[config.mk]
export PLATFORM = sky130hd
export DESIGN_NAME = dreq_status_tracker
export DESIGN_NICKNAME = d
export VERILOG_FILES = /design/src/rtl/dreq_pkg.sv /design/src/rtl/dreq_sync.sv /design/src/rtl/dreq_qualify.sv /design/src/rtl/buf_ring.sv /design/src/rtl/buf_decode.sv /design/src/rtl/dreq_status_tracker.sv
export SDC_FILE = /design/constraint.sdc
export NUM_CORES = 1
export LEC_CHECK = 0
export BUFFER_PORTS_ARGS = -buffer_cell sky130_fd_sc_hd__buf_4
export CAP_MARGIN = 20
export CORE_MARGIN = 3
export CORE_UTILIZATION = 42
export CTS_CLUSTER_DIAMETER = 60
export DETAILED_ROUTE_END_ITERATION = 6
export PLACE_DENSITY = 0.65
export RECOVER_POWER = 50
export SLEW_MARGIN = 20
export SYNTH_ARGS = -nofsm -noshare
export SYNTH_HDL_FRONTEND = slang
export SYNTH_SLANG_ARGS = --single-unit
[constraint.sdc]
create_clock -name clk -period 1.9 [get_ports clk]
set_input_delay 0 -clock clk [delete_from_list [all_inputs] [get_ports clk]]
set_output_delay 0 -clock clk [all_outputs]
set_load 0.02 [all_outputs]
[src/rtl/dreq_pkg.sv]
// Package: shared types for the DMA request status tracker.
// Assumes the two-bit buffer-state encoding below is also what software reads.
package dreq_pkg;
    typedef enum logic [1:0] {
        BS_NONE = 2'b00,
        BS_ONE  = 2'b01,
        BS_BOTH = 2'b10
    } buf_state_e;
endpackage

[src/rtl/dreq_sync.sv]
// Module: dreq_sync
// Two-flop synchronizer for the external request plus rising-edge detect
// on the synchronized level. Assumes req_async meets no timing to clk.
module dreq_sync (
    input  logic clk,
    input  logic rst_n,
    input  logic req_async,
    output logic req_level,
    output logic req_rise
);
    logic meta_q;
    logic sync_q;
    logic prev_q;

    // Synchronizer chain and delayed copy for edge detection.
    always_ff @(posedge clk) begin
        if (!rst_n) begin
            meta_q <= 1'b0;
            sync_q <= 1'b0;
            prev_q <= 1'b0;
        end else begin
            meta_q <= req_async;
            sync_q <= meta_q;
            prev_q <= sync_q;
        end
    end

    // Outputs: synchronized level and one-cycle rise pulse.
    always_comb begin
        req_level = sync_q;
        req_rise  = sync_q & ~prev_q;
    end
endmodule

[src/rtl/dreq_qualify.sv]
// Module: dreq_qualify
// Turns request edges into the sticky pending bit. Handshake mode sets on
// the edge; no-handshake mode loads a wait counter and sets on expiry.
// Edges seen while pending or while waiting are ignored. Set beats clear.
module dreq_qualify #(
    parameter int WAIT_W = 8
) (
    input  logic              clk,
    input  logic              rst_n,
    input  logic              req_rise,
    input  logic              hs_mode,
    input  logic [WAIT_W-1:0] wait_cnt,
    input  logic              clr,
    output logic              pending
);
    logic              running_q;
    logic [WAIT_W-1:0] cnt_q;
    logic              edge_ok;
    logic              expire;
    logic              set_evt;

    // Qualifying and setting conditions.
    always_comb begin
        edge_ok = req_rise & ~pending & ~running_q;
        expire  = running_q & (cnt_q == '0);
        set_evt = (edge_ok & hs_mode) | expire;
    end

    // Wait-state counter for no-handshake requests.
    always_ff @(posedge clk) begin
        if (!rst_n) begin
            running_q <= 1'b0;
            cnt_q     <= '0;
        end else if (edge_ok && !hs_mode) begin
            running_q <= 1'b1;
            cnt_q     <= wait_cnt;
        end else if (running_q) begin
            if (cnt_q == '0) running_q <= 1'b0;
            else             cnt_q     <= cnt_q - 1'b1;
        end
    end

    // Sticky pending bit: set has priority over a clearing write.
    always_ff @(posedge clk) begin
        if (!rst_n)       pending <= 1'b0;
        else if (set_evt) pending <= 1'b1;
        else if (clr)     pending <= 1'b0;
    end
endmodule

[src/rtl/buf_ring.sv]
// Module: buf_ring
// Ping-pong buffer bookkeeping: state (none/one/both) and the slot to be
// loaded next. A done event is applied before a load event in one cycle.
module buf_ring
    import dreq_pkg::*;
(
    input  logic       clk,
    input  logic       rst_n,
    input  logic       load,
    input  logic       done,
    output buf_state_e state,
    output logic       next_slot
);
    buf_state_e st_n;
    logic       nx_n;

    // Next-state: retire first, then accept a newly programmed buffer.
    always_comb begin
        st_n = state;
        nx_n = next_slot;
        if (done) begin
            case (state)
                BS_ONE:  st_n = BS_NONE;
                BS_BOTH: st_n = BS_ONE;
                default: st_n = state;
            endcase
        end
        if (load) begin
            case (st_n)
                BS_NONE: begin st_n = BS_ONE;  nx_n = ~nx_n; end
                BS_ONE:  begin st_n = BS_BOTH; nx_n = ~nx_n; end
                default: ;
            endcase
        end
    end

    // State registers.
    always_ff @(posedge clk) begin
        if (!rst_n) begin
            state     <= BS_NONE;
            next_slot <= 1'b0;
        end else begin
            state     <= st_n;
            next_slot <= nx_n;
        end
    end
endmodule

[src/rtl/buf_decode.sv]
// Module: buf_decode
// Derives the active buffer index from the buffer state and next slot.
// Assumes the encodings in dreq_pkg; an unused code behaves as "none".
module buf_decode
    import dreq_pkg::*;
(
    input  buf_state_e state,
    input  logic       next_slot,
    output logic       active,
    output logic       none
);
    // Combined decode of state and next-slot flag.
    always_comb begin
        case (state)
            BS_ONE:  begin active = ~next_slot; none = 1'b0; end
            BS_BOTH: begin active =  next_slot; none = 1'b0; end
            default: begin active = 1'b0;       none = 1'b1; end
        endcase
    end
endmodule

[src/rtl/dreq_status_tracker.sv]
// Module: dreq_status_tracker (top)
// One channel's request capture, pending status and active-buffer report.
// Assumes a single clock domain apart from req_in, synchronous active-low reset.
module dreq_status_tracker
    import dreq_pkg::*;
#(
    parameter int WAIT_W = 8
) (
    input  logic              clk,
    input  logic              rst_n,
    input  logic              req_in,
    input  logic              hs_mode,
    input  logic [WAIT_W-1:0] wait_cnt,
    input  logic              stat_wr,
    input  logic              buf_load,
    input  logic              buf_done,
    output logic              req_sync,
    output logic              req_pending,
    output logic [1:0]        buf_state,
    output logic              next_flag,
    output logic              active_buf,
    output logic              no_active
);
    logic       rise;
    buf_state_e st;

    dreq_sync u_sync (
        .clk       (clk),
        .rst_n     (rst_n),
        .req_async (req_in),
        .req_level (req_sync),
        .req_rise  (rise)
    );

    dreq_qualify #(.WAIT_W(WAIT_W)) u_qual (
        .clk      (clk),
        .rst_n    (rst_n),
        .req_rise (rise),
        .hs_mode  (hs_mode),
        .wait_cnt (wait_cnt),
        .clr      (stat_wr),
        .pending  (req_pending)
    );

    buf_ring u_ring (
        .clk       (clk),
        .rst_n     (rst_n),
        .load      (buf_load),
        .done      (buf_done),
        .state     (st),
        .next_slot (next_flag)
    );

    buf_decode u_dec (
        .state     (st),
        .next_slot (next_flag),
        .active    (active_buf),
        .none      (no_active)
    );

    // Expose the buffer state as a plain vector.
    always_comb buf_state = st;
endmodule

==> out/summary.txt <==
Status: finished clean
R2R depth: 6
Max-slew headroom: 64.60%
Logic pwr share: 21.4%
Reg2reg start: u_qual.cnt_q[0]$_SDFFE_PN0P_
Sw power: 213.3 uW
CTS max path bufs: 2
Initial Util: 47.76%
Period utilization: 90.32%
DP Area: 1060 um2
Hold Fails Final Rpt: 0
Grt ovf: 0
R2r endpoint: u_qual.cnt_q[0]$_SDFFE_PN0P_
Clk root buf: clkbuf_4
Max-cap violation count: 0
Die ar.: 2676 um2
Setup crit start kind: register
Post-synthesis sequential area ratio: 36.47%
Largest net degree at the start of global routing: 19
Drt drc: 0
Number of nets with antenna violations after routing: 0
Worst Hold Path Cells: 3
CTS sink count: 16
Netlist Area Pre-Place: 878.3 um2
CTS Buf Count: 3
Unique masters post-synth: 33
Final wirelength: 1716 um
Fin cells: 154
Max-slew violations: 0
Maximum clock frequency: 582.7 MHz
Vias in the first global route: 706
H-tree levels: 1
Fraction of power consumed by the clock network: 29.2%
Final Power: 762.1 uW
Pint: 548.8 uW
Crit path max fanout: 5
Number of synthesis warnings: 0
Pwr Density: 668.6 nW/um2
Placer Congestion: 0.7832
Post-DR wirelength/cell: 11.14 um
Slew @ Worst Pin: 0.5298 ns
Min-Delay Endpoint: u_qual.cnt_q[3]$_SDFFE_PN0P_
Layout cells sized above 1: 18.60%
Net Sw Frac: 27.99%
Post-DP HPWL: 1265 um
CP endpoint kind: register
Initial antenna violation count: 0
CP required: 2.10 ns
Worst slack, placed: 0.2251 ns
Crit Path Class: reg -> reg
DIE WIDTH: 51.73 um
Min-Delay Path Class: in -> reg
Area of the core: 1839 um2
Gate Count Post-Synth: 99
Tmin final: 1.716 ns
Synth Register Bits: 16
Final std cell area, no fill: 1140 um2
Avg Inst Size Synth: 8.872 um2
RSZ-0062 raised after global routing: no
# IOs: 22
Crit path DAT: 1.92 ns
Reg2reg setup slack: 0.18 ns
Share of power burned in registers: 49.4%
Row count: 15
Final nets: 152
Worst Hold Launch: wait_cnt[3]
Setup violators final: 0
Clock-pin slew on the worst setup and hold paths: 0.09 ns
DR vias/cell: 4.974
Setup ws final: 0.1839 ns
Vias: 766
Detailed Routing Iterations Pass 1: 4
Layout Area Growth over Synthesis: 29.77%
GR Util All Layers: 14.77%
Initial DRC count: 6
Die H: 51.73 um
CTS tree: yes
First-pass GRT wire length: 2932 um
Clk Latency, worst-skew pair: 0.28 ns
Input/output buffers: 21
Dpl cells: 143
Setup tns final: 0 ns
# diodes: 0
Pleak: 0.4621 nW
Post-Syn Nets: 121
Setup Skew: 0.004672 ns
Max IR drop VDD: 0.0004053 V
-- power by group through the flow --
stage,logic [mW],registers [mW],clock network (mW)
finish,0.163,0.376,0.223
global route,0.183,0.380,0.248
CTS,0.178,0.377,0.231
detailed placement,0.165,0.384,0
global placement,0.164,0.384,0
floorplan,0.0934,0.392,0
-- cells in the final DEF, fill, tap and decap left out, drive strengths merged, types with 2 or more instances in the layout --
| cell type | n |
|---|---|
| a211oi | 3 |
| a21oi | 9 |
| a31oi | 2 |
| and2 | 3 |
| buf | 14 |
| clkbuf | 11 |
| dfxtp | 16 |
| dlygate4sd3 | 7 |
| ha | 7 |
| inv | 8 |
| mux2i | 3 |
| nand2 | 7 |
| nand2b | 2 |
| nor2 | 8 |
| nor4 | 2 |
| o21ai | 9 |
| xnor2 | 2 |
| xor2 | 2 |
-- stage by stage --
stage,util (%),hold WS [ns]
floorplan,-,0.09458
global placement,57.62,0.2076
detailed placement,57.62,0.2168
CTS,63.40,0.001366
global route,61.97,0.01070
finish,61.97,0.009853
-- cell type report --
type / count / area (um2)
Inverter: 8 / 30.03
Clock buffer: 4 / 36.28
Multi-Input combinational cell: 73 / 520.5
Tap cell: 25 / 31.28
Fill cell: 188 / 699.4
Sequential cell: 16 / 320.3
Timing Repair Buffer: 28 / 201.4
-- per-layer routing --
layer / wire length [um] / share of wire, % / vias up / track usage, %
li1: - / - / 407 / -
met4: 13 / 0.76 / 0 / 3.930
met5: 0 / 0 / - / 0
met2: 749 / 44 / 15 / 22.25
met1: 864 / 50 / 342 / 19.40
met3: 88 / 5.1 / 2 / 6.017
-- what timing repair did --
item,CTS,global route
buffers inserted,0,0
hold buffers,7,0
resized for setup,0,0
hold endpoints to repair,7,0
-- how the worst max path moves through the flow --
stage,startpoint,to,slack [ns],cells after the start
floorplan,u_ring.state[0]$_SDFF_PN0_,u_ring.next_slot$_SDFFE_PN0P_,0.31,7
global placement,u_qual.cnt_q[0]$_SDFFE_PN0P_,u_qual.cnt_q[0]$_SDFFE_PN0P_,0.25,6
detailed placement,u_qual.cnt_q[0]$_SDFFE_PN0P_,u_qual.cnt_q[0]$_SDFFE_PN0P_,0.23,6
CTS,u_qual.cnt_q[0]$_SDFFE_PN0P_,u_qual.cnt_q[0]$_SDFFE_PN0P_,0.19,6
global route,u_qual.cnt_q[0]$_SDFFE_PN0P_,u_qual.cnt_q[0]$_SDFFE_PN0P_,0.05,6
finish,u_qual.cnt_q[0]$_SDFFE_PN0P_,u_qual.cnt_q[0]$_SDFFE_PN0P_,0.18,6
-- cell families after synthesis --
family	share of synthesized area (%)
AOI/OAI and AO/OA	19.09
xor gates and xnor gates	3.989
adders and majority gates	9.971
buffers and inverters	4.274
DFF	36.47
muxes	4.701
and+or+nand+nor	21.51
-- sequential cells by signal (all words and copies together) (netlist names) --
register          count
u_ring.next_slot      1
u_sync.req_level      1
u_qual.running_q      1
u_qual.pending        1
u_sync.meta_q         1
u_ring.state          2
u_qual.cnt_q          8
u_sync.prev_q         1
-- cells in the mapped netlist, drive strengths merged --
| cell | number | area share [%] |
|---|---|---|
| clkbuf | 2 | 0.86 |
| inv | 8 | 3.4 |
| mux2 | 1 | 1.3 |
| a31oi | 2 | 2.1 |
| nor3b | 1 | 0.86 |
| nor3 | 1 | 0.57 |
| nand3b | 1 | 0.86 |
| mux2i | 3 | 3.4 |
| nor4b | 1 | 1.7 |
| a21oi | 9 | 5.1 |
| nand3 | 1 | 0.57 |
| o311ai | 1 | 1.0 |
| nand4b | 1 | 1.0 |
| o21a | 1 | 0.86 |
| dfxtp | 16 | 36 |
| nand2b | 2 | 1.4 |
| o221ai | 1 | 1.0 |
| nor2 | 8 | 3.4 |
| a211oi | 3 | 2.6 |
| and2 | 3 | 2.1 |
| xnor2 | 2 | 2.0 |
| o21ai | 9 | 5.1 |
| a21boi | 1 | 1.3 |
| and3 | 1 | 0.71 |
| ha | 7 | 10 |
| nand2 | 7 | 3.3 |
| nor2b | 1 | 0.71 |
| xor2 | 2 | 2.0 |
| nor4 | 2 | 3.1 |
| or4b | 1 | 1.1 |
-- critical path, cell delays in order (launching register included) --
cell and delay (ns):
dfxtp_1 0.35, inv_1 0.08, ha_1 0.18, nor2b_1 0.41, a31oi_2 0.22, xnor2_1 0.16, a211oi_1 0.24
Note: power is estimated with default switching activity, not from simulation.
